--- src/rtl/fsr_pkg.sv ---
package fsr_pkg;

    localparam int BP_W = 3;

    localparam logic [7:0] OP_WSR     = 8'h01;
    localparam logic [7:0] OP_PROG    = 8'h02;
    localparam logic [7:0] OP_WDIS    = 8'h04;
    localparam logic [7:0] OP_WEN     = 8'h06;
    localparam logic [7:0] OP_SERASE  = 8'h20;
    localparam logic [7:0] OP_ARM     = 8'h50;
    localparam logic [7:0] OP_CHIP_A  = 8'h60;
    localparam logic [7:0] OP_WINC    = 8'hAD;
    localparam logic [7:0] OP_CHIP_B  = 8'hC7;
    localparam logic [7:0] OP_BERASE  = 8'hD8;

    typedef enum logic [2:0] {
        K_OTHER,
        K_WEN,
        K_WDIS,
        K_ARM,
        K_WSR,
        K_ADDR_WR,
        K_CHIP,
        K_WINC
    } cmd_kind_e;

    typedef struct packed {
        logic            wel;
        logic            winc;
        logic [BP_W-1:0] bp;
        logic            lock;
    } sr_state_t;

    function automatic cmd_kind_e classify(input logic [7:0] op);
        cmd_kind_e k;
        case (op)
            OP_WEN:                        k = K_WEN;
            OP_WDIS:                       k = K_WDIS;
            OP_ARM:                        k = K_ARM;
            OP_WSR:                        k = K_WSR;
            OP_PROG, OP_SERASE, OP_BERASE: k = K_ADDR_WR;
            OP_CHIP_A, OP_CHIP_B:          k = K_CHIP;
            OP_WINC:                       k = K_WINC;
            default:                       k = K_OTHER;
        endcase
        return k;
    endfunction

endpackage

--- src/rtl/fsr_arm_track.sv ---
module fsr_arm_track
    import fsr_pkg::*;
(
    input  logic      clk,
    input  logic      rst_n,
    input  logic      cmd_valid,
    input  cmd_kind_e kind,
    output logic      armed_o
);

    logic armed_d, armed_q;

    always_comb begin
        armed_d = armed_q;
        if (cmd_valid) begin
            armed_d = (kind == K_WEN) || (kind == K_ARM);
        end
    end

    always_ff @(posedge clk or negedge rst_n) begin
        if (!rst_n) armed_q <= 1'b0;
        else        armed_q <= armed_d;
    end

    assign armed_o = armed_q;

    // an arming opcode leaves the next command armed
    p_arm_set_r4: assert property (@(posedge clk) disable iff (!rst_n)
        cmd_valid && (kind == K_ARM || kind == K_WEN) |=> armed_o);

    // any other command disarms
    p_arm_clear_r4: assert property (@(posedge clk) disable iff (!rst_n)
        cmd_valid && !(kind == K_ARM || kind == K_WEN) |=> !armed_o);

endmodule

--- src/rtl/fsr_region_check.sv ---
module fsr_region_check
    import fsr_pkg::*;
#(
    parameter int NBLK_W = 3
) (
    input  logic [NBLK_W-1:0] blk_i,
    input  logic [BP_W-1:0]   bp_i,
    output logic              hit_o,
    output logic              any_o
);

    localparam int NBLK = 1 << NBLK_W;

    int shift;
    int top_cnt;

    always_comb begin
        shift   = 0;
        top_cnt = 0;
        hit_o   = 1'b0;
        if (bp_i == '0) begin
            hit_o = 1'b0;
        end else if (bp_i[BP_W-1]) begin
            hit_o = 1'b1;
        end else begin
            shift = int'(bp_i[BP_W-2:0]) - 1;
            if (shift >= NBLK_W) begin
                hit_o = 1'b1;
            end else begin
                top_cnt = 1 << shift;
                hit_o   = int'(blk_i) >= (NBLK - top_cnt);
            end
        end
    end

    assign any_o = (bp_i != '0);

endmodule

--- src/rtl/fsr_status_core.sv ---
module fsr_status_core
    import fsr_pkg::*;
(
    input  logic            clk,
    input  logic            rst_n,
    input  logic            cmd_valid,
    input  cmd_kind_e       kind,
    input  logic            new_lock,
    input  logic [BP_W-1:0] new_bp,
    input  logic            armed_i,
    input  logic            wp_n,
    input  logic            op_done,
    input  logic            grant_i,
    output sr_state_t       state_o
);

    sr_state_t st_d, st_q;
    logic      wsr_ok;

    assign wsr_ok = armed_i && (wp_n || !st_q.lock);

    always_comb begin
        st_d = st_q;
        if (op_done) begin
            st_d.wel = 1'b0;
        end
        if (cmd_valid) begin
            case (kind)
                K_WEN: begin
                    st_d.wel = 1'b1;
                end
                K_WDIS: begin
                    st_d.wel  = 1'b0;
                    st_d.winc = 1'b0;
                end
                K_WSR: begin
                    if (wsr_ok) begin
                        st_d.bp   = new_bp;
                        st_d.lock = new_lock;
                        st_d.wel  = 1'b0;
                    end
                end
                K_WINC: begin
                    if (grant_i) st_d.winc = 1'b1;
                end
                default: ;
            endcase
        end
    end

    always_ff @(posedge clk or negedge rst_n) begin
        if (!rst_n) begin
            st_q.wel  <= 1'b0;
            st_q.winc <= 1'b0;
            st_q.bp   <= '1;
            st_q.lock <= 1'b0;
        end else begin
            st_q <= st_d;
        end
    end

    assign state_o = st_q;

    // locked register with pin low is frozen
    p_locked_hold_r6: assert property (@(posedge clk) disable iff (!rst_n)
        cmd_valid && kind == K_WSR && !wp_n && st_q.lock
        |=> $stable(st_q.bp) && $stable(st_q.lock));

    // unarmed status write leaves protection untouched
    p_unarmed_hold_r5: assert property (@(posedge clk) disable iff (!rst_n)
        cmd_valid && kind == K_WSR && !armed_i
        |=> $stable(st_q.bp) && $stable(st_q.lock));

    // completion clears the latch unless a write-enable coincides
    p_done_clear_r11: assert property (@(posedge clk) disable iff (!rst_n)
        op_done && !(cmd_valid && kind == K_WEN) |=> !st_q.wel);

endmodule

--- src/rtl/fsr_guard.sv ---
module fsr_guard
    import fsr_pkg::*;
#(
    parameter int ADDR_W    = 19,
    parameter int BLK_OFF_W = 16
) (
    input  logic              clk,
    input  logic              rst_n,
    input  logic              cmd_valid,
    input  logic [7:0]        cmd_op,
    input  logic [ADDR_W-1:0] cmd_addr,
    input  logic [7:0]        cmd_data,
    input  logic              wp_n,
    input  logic              busy_i,
    input  logic              op_done,
    output logic [7:0]        status_o,
    output logic              wr_allow,
    output logic              sr_armed
);

    localparam int NBLK_W = ADDR_W - BLK_OFF_W;

    cmd_kind_e kind;
    sr_state_t st;
    logic      prot_hit;
    logic      prot_any;
    logic      armed;
    logic      unused_bits;

    assign kind        = classify(cmd_op);
    assign unused_bits = ^{cmd_addr[BLK_OFF_W-1:0], cmd_data[6:5], cmd_data[1:0]};

    fsr_arm_track u_arm (
        .clk       (clk),
        .rst_n     (rst_n),
        .cmd_valid (cmd_valid),
        .kind      (kind),
        .armed_o   (armed)
    );

    fsr_region_check #(.NBLK_W(NBLK_W)) u_region (
        .blk_i (cmd_addr[ADDR_W-1:BLK_OFF_W]),
        .bp_i  (st.bp),
        .hit_o (prot_hit),
        .any_o (prot_any)
    );

    always_comb begin
        wr_allow = 1'b0;
        if (cmd_valid && st.wel && !busy_i) begin
            case (kind)
                K_ADDR_WR, K_WINC: wr_allow = !prot_hit;
                K_CHIP:            wr_allow = !prot_any;
                default:           wr_allow = 1'b0;
            endcase
        end
    end

    fsr_status_core u_core (
        .clk       (clk),
        .rst_n     (rst_n),
        .cmd_valid (cmd_valid),
        .kind      (kind),
        .new_lock  (cmd_data[7]),
        .new_bp    (cmd_data[4:2]),
        .armed_i   (armed),
        .wp_n      (wp_n),
        .op_done   (op_done),
        .grant_i   (wr_allow),
        .state_o   (st)
    );

    assign status_o = {st.lock, st.winc, 1'b0, st.bp, st.wel, busy_i};
    assign sr_armed = armed;

    // a grant needs the latch set and the array idle
    p_grant_needs_wel_r10: assert property (@(posedge clk) disable iff (!rst_n)
        wr_allow |-> status_o[1] && !status_o[0] && cmd_valid);

    // chip erase granted only with no protection
    p_chip_clear_r9: assert property (@(posedge clk) disable iff (!rst_n)
        cmd_valid && kind == K_CHIP && wr_allow |-> status_o[4:2] == 3'b000);

    // reserved bit reads zero
    p_reserved_zero_r2: assert property (@(posedge clk) disable iff (!rst_n)
        !status_o[5]);

endmodule

--- config.mk ---
export PLATFORM = sky130hd
export DESIGN_NAME = fsr_guard
export DESIGN_NICKNAME = d
export VERILOG_FILES = /design/src/rtl/fsr_pkg.sv /design/src/rtl/fsr_arm_track.sv /design/src/rtl/fsr_region_check.sv /design/src/rtl/fsr_status_core.sv /design/src/rtl/fsr_guard.sv
export SDC_FILE = /design/constraint.sdc
export NUM_CORES = 1
export LEC_CHECK = 0
export BUFFER_PORTS_ARGS = -buffer_cell sky130_fd_sc_hd__buf_4
export CORE_MARGIN = 5
export CORE_UTILIZATION = 40
export CTS_CLUSTER_DIAMETER = 150
export DETAILED_ROUTE_END_ITERATION = 6
export MAX_ROUTING_LAYER = met4
export PLACE_DENSITY = 0.79
export SLEW_MARGIN = 40
export SYNTH_ARGS = -nofsm -noshare
export SYNTH_HDL_FRONTEND = slang
export SYNTH_SLANG_ARGS = --single-unit
export TNS_END_PERCENT = 5
--- constraint.sdc ---
create_clock -name clk -period 2.79 [get_ports clk]
set_clock_uncertainty 0.05 [all_clocks]
set_input_delay 0.4185 -clock clk [delete_from_list [all_inputs] [get_ports clk]]
set_output_delay 0.4185 -clock clk [all_outputs]
set_load 0.005 [all_outputs]
* Yosys cells after proc, flatten, opt, wreduce, memory -nomap -nowiden
Index checks and enable logic that the tools add are counted.
** Storage, ports and cells
- Flip-flop bits (word level) :: 7
- Bits of input ports :: 41
- Output and inout bits :: 10
** Cells by class
- $add $sub $neg :: 2
- $lt $le $gt $ge :: 2
- Equality and inequality tests :: 18
- Shifts and indexed selects :: 1
- Muxes and demuxes :: 14
- Reduce and logical (&&, ||, !) cells :: 17
** Operators by type and width (number)
- greater-or-equal comparator 32 x 3 -> 1 bit (second input constant) :: 1
- greater-or-equal comparator 4 x 32 -> 1 bit :: 1
- left shift 1 x 32 -> 32 bit (first input constant) :: 1
- subtractor 5 x 32 -> 32 bit (first input constant) :: 1
- equality test 8 bit (second input constant) :: 3
- case mux 3 bit (7 select lines) :: 1
- equality test 8 x 3 -> 1 bit (second input constant) :: 2
- equality test 8 x 7 -> 1 bit (second input constant) :: 2
- equality test 3 bit (second input constant) :: 4
- equality test 8 x 1 -> 1 bit (second input constant) :: 1
- equality test 8 x 2 -> 1 bit (second input constant) :: 1
- equality test 8 x 6 -> 1 bit (second input constant) :: 1
- two-way mux 4 bit :: 2
- two-way mux 1 bit :: 7
- equality test 3 x 2 -> 1 bit (second input constant) :: 2
- two-way mux 6 bit :: 1
- AND reduction 3 bit :: 2
- logical NOT 1 bit :: 4
- case mux 1 bit (2 select lines) :: 2
- OR reduction 2 bit :: 2
- equality test 3 x 1 -> 1 bit (second input constant) :: 1
- logical AND 1 bit :: 3
- logical NOT 3 bit :: 1
- case mux 1 bit (3 select lines) :: 1
- 6 further kinds :: 7

* Logic depth before layout (Yosys ltp)
- Depth after elaboration :: 13
- Mapped depth :: 9

* Modules after synthesis
A second synthesis with hierarchy kept.
** Second synthesis, totals
- Cell total of the unflattened synthesis :: 90
- Area, all modules :: 815.8 um^2
** Modules (own cells, without submodules)
- fsr_status_core :: times used 1, cells each 21, area each 304.0 um^2
- fsr_guard :: times used 1, cells each 41, area each 265.3 um^2
- fsr_region_check :: times used 1, cells each 24, area each 205.2 um^2
- fsr_arm_track :: times used 1, cells each 4, area each 41.3 um^2

* Worst setup path before layout
Ideal clock, no wire load.
- Kind :: register to output
- Start point :: register u_core.st_q, in the netlist u_core.state_o[1]
- End point :: output port wr_allow
- Arrival :: 1706 ps
- Data required time :: 2322 ps
- Setup slack :: 616 ps
- Stages on the path, launching flop included :: 10
- Path buffers :: 0
- Path through :: dfstp_2 -> inv_1 -> ha_1 -> inv_1 -> ha_1 -> nand2_1 -> o21ai_0 -> a21oi_1 -> nand2_1 -> a21oi_1
** Between the ends
- Cells in the longest elaborated chain, start to end :: 10
- Elaborated cells between the ends (all ways) :: 14
- Classes of those cells :: 2 x add/sub; 2 x order compare; 1 x shift; 5 x mux; 4 x reduce/logical
** Ends and longest elaborated chain
- start, declared :: RTL line fsr_status_core.sv:17 : sr_state_t st_d, st_q;
- start signal, assigned :: RTL line fsr_status_core.sv:58 : st_q <= st_d;
- subtractor 2 x 1 -> 3 bit :: RTL line fsr_region_check.sv:26 : shift = int'(bp_i[BP_W-2:0]) - 1;
- left shift 1 x 32 -> 32 bit :: RTL line fsr_region_check.sv:30 : top_cnt = 1 << shift;
- subtractor 5 x 32 -> 32 bit :: RTL line fsr_region_check.sv:31 : hit_o = int'(blk_i) >= (NBLK - top_cnt);
- greater-or-equal comparator 4 x 32 -> 1 bit :: RTL line fsr_region_check.sv:31
- two-way mux 1 bit :: RTL line fsr_region_check.sv:27 : if (shift >= NBLK_W) begin
- two-way mux 1 bit :: RTL line fsr_region_check.sv:23 : end else if (bp_i[BP_W-1]) begin
- two-way mux 1 bit :: RTL line fsr_region_check.sv:21 : if (bp_i == '0) begin
- logical NOT 1 bit :: RTL line fsr_guard.sv:52 : K_ADDR_WR, K_WINC: wr_allow = !prot_hit;
- case mux 1 bit (2 select lines) * :: RTL line fsr_guard.sv:51 : case (kind)
- two-way mux 1 bit * :: RTL line fsr_guard.sv:50 : if (cmd_valid && st.wel && !busy_i) begin
- end, declared :: RTL line fsr_guard.sv:17 : output logic wr_allow,
Every way passes the cells marked *; elsewhere a longest branch is shown, timed or not.

* Final worst setup path
Ends and elaborated chain as after synthesis.

==> flow_summary.toml <==
[logic_synthesis]
synth_edf_count = 0
synthDistinctLibCells = 32
ys_ff_latch = 7
async_flop_share_pct = 100
synth.top_cells.by_area = "ha_1 16%, dfrtp_1 14%, dfstp_2 11%"
synthesis.nets = 132
synthFlopType = "dfrtp_1"
synth_area_um2 = 709
yosysSeqAreaShare_pct = 25.2
syn_area_per_cell_um2 = 8.65
synth_top_area_share_pct = 15.9
yosys.area.top_type = "ha_1"
synthCells = 82
synth_warnings = 0

[setup_path]
required_ps = 2320
cp_slowest_cell = "dfstp_2"
critPathTopFamily = "flip-flops"
worst-path-max-fanout = 5
cpPeakStageDelay_ps = 570
crit_top_cell = "a21oi_2"
crit_type = "flip-flop to output pin"
reg2reg_depth = 10
crit_chain = "inv_2 -> ha_1 -> inv_1 -> ha_1 -> a21oi_2 -> o21ai_1 -> a21oi_2 -> nand2_1 -> a21oi_2 -> buf_4"
endpoint_kind = "output pin"
path_depth = 10
crit_buf_inv = 3
critPathLaunchType = "flip-flop"
cp.arrival_ps = 2150

[clocking]
numClockSinks = 7
clk_pin_slew_ps = 50
clk_latency_ps = 250
cts_tree = "built"
clock_path_buffers = 2
ctsHtreeMaxLevel = 1
clockRootBuffer = "clkbuf_4"
cts_buffers = 3

[finish]
mostFrequentLayoutCells = "30 x buf_4, 10 x nor2_1, 9 x ha_1, 6 x nand2_1"
n_antenna_cell = 0
areaGrowthSynthToFinish_pct = 37.6
fillers = 166
drive_above_1_share_pct = 42.5
final_common_cell = "buf_4"
nets = 164

[global_route]
grt-ovfl-total = 0
busiest_layer = "met2"
antenna_found_initial = 0
grt_pass1_wl_mm = 2.67
grt_use_met2_pct = 20.3
grt_util_met1_pct = 16.9
grt_start_max_net_pins = 10
grt_pass1_vias = 652
grt_use_met3_pct = 4.30
grt_util_all_layers_pct = 13.2

[min_path]
hold_path_class = "input port to flip-flop"
min_delay_path_depth = 3

[sta]
min_period_ps = 2610
max_freq_mhz = 383
fin_ws_ps = 176
finalHoldViolCount = 0
fin_crit_sh_pct = 93.7
rsz0062_at_grt = "no"
final-setup-viol-count = 0
final-max-slew-violation-count = 0
finalSetupTns_ps = 0

[detailed_routing]
via_count = 714
drcViolationCount = 0
first_pass_iters = 4
ant_nets = 0
drt_iter0_markers = 23
drt-vias-per-instance = 5.17
drt-wirelength-per-cell_um = 12.1
drt_wl_total_mm = 1.67

[placed_design]
dp_hpwl_mm = 1.39
post-place-ws_ps = 328
finalWeightedCongestion = 0.860
io_buffers = 29

[floorplan]
fp.dieH_um = 52.1
die_w_um = 52.1
die_area_mm2 = 0.00272
io_pins = 51
core-area_mm2 = 0.00171
start_util_pct = 41.5
rows = 15

[run]
max_cap_violations = 0

[power]
ir_drop_uv = 222
power_mw = 0.254
power.density_mw_per_mm2 = 260
leakagePower_nw = 0.454

[outcome]
status = "complete, no violations"
[cell type report]
cell class              instances  area (um2)  area share, %
inverters                       7        26.3           2.69
clock buffers                   4        26.3           2.69
well taps                      25        31.3           3.21
repair buffers                 31         235           24.1
multi-input cells              64         478           49.0
flip-flops and latches          7         179           18.3
[worst reg2reg max path: stages (launching register included)]
cell and delay (ps):
dfstp_2 570, inv_2 70, ha_1 300, inv_1 60
ha_1 180, a21oi_2 130, o21ai_1 90, a21oi_2 170
buf_4 120, nor2_1 30, o31ai_1 180
[cell families (layout without fill, tap and decap cells)]
kind of cell               Yosys count  count (layout)  share of synthesized area, %
and+or+nand+nor                     34              34                          30.2
AOI/OAI and AO/OA                   18              18                          15.9
buffers and inverters               11              42                          8.99
adders and majority gates            9               9                          15.9
DFF                                  7               7                          25.2
other                                1               1                         0.529
xor gates and xnor gates             1               1                          1.23
muxes                                1               1                          2.12
[stage by stage]
step                      instances  hold WS, ps  util [%]  area [um2]
final                           138          320      57.1         976
after global routing            138          329      57.1         976
after CTS                       137          314      56.0         957
after detailed placement        132          186      53.9         921
after global placement          132          183      53.9         921
after floorplan                  82         72.9         -         709
[routing by layer]
layer  wire length (um)  vias to the layer above
li1                   -                      357
met2                864                       25
met3                100                        0
met4                  0                        0
met1                700                      332
met5                  0                        -
[final timing paths]
kind                                endpoint  slack, ps               from
setup / recovery                    wr_allow        180  u_core.state_o[1]
hold / removal             u_core.state_o[1]        320        cmd_data[2]
setup reg to reg           u_core.state_o[4]        750  u_core.state_o[1]
hold reg to reg            u_core.state_o[4]        460  u_core.state_o[4]
max in group asynchronous  u_core.state_o[3]       2020              rst_n
min in group asynchronous  u_core.state_o[4]        460              rst_n
[flip-flops by register name, summed over array words and instances, names as in the netlist]
name,flops
u_core.state_o,6
u_arm.armed_o,1
[synth_stat cells (all sizes together) (2+ instances only)]
master	count
nand4	5
nor3b	2
ha	9
nand2	6
nand3	2
inv	7
dfstp	3
o21ai	7
buf	4
dfrtp	4
a21oi	5
nor2	11
[power by group]
group	switching, mW	internal, mW	total [mW]	leakage (nW)
Clock	0.0377	0.0546	0.0922	0.0150
Combinational	0.0272	0.0318	0.0590	0.357
Sequential	0.000269	0.102	0.102	0.0820
Total	0.0651	0.189	0.254	0.454
[repair_timing]
item                       CTS  global route
hold buffers                 1             0
hold endpoints to repair     4             0
setup endpoints to repair    0             1
resized for setup            0             6
buffers inserted             0             1
Power figures use the tool's default switching activity.
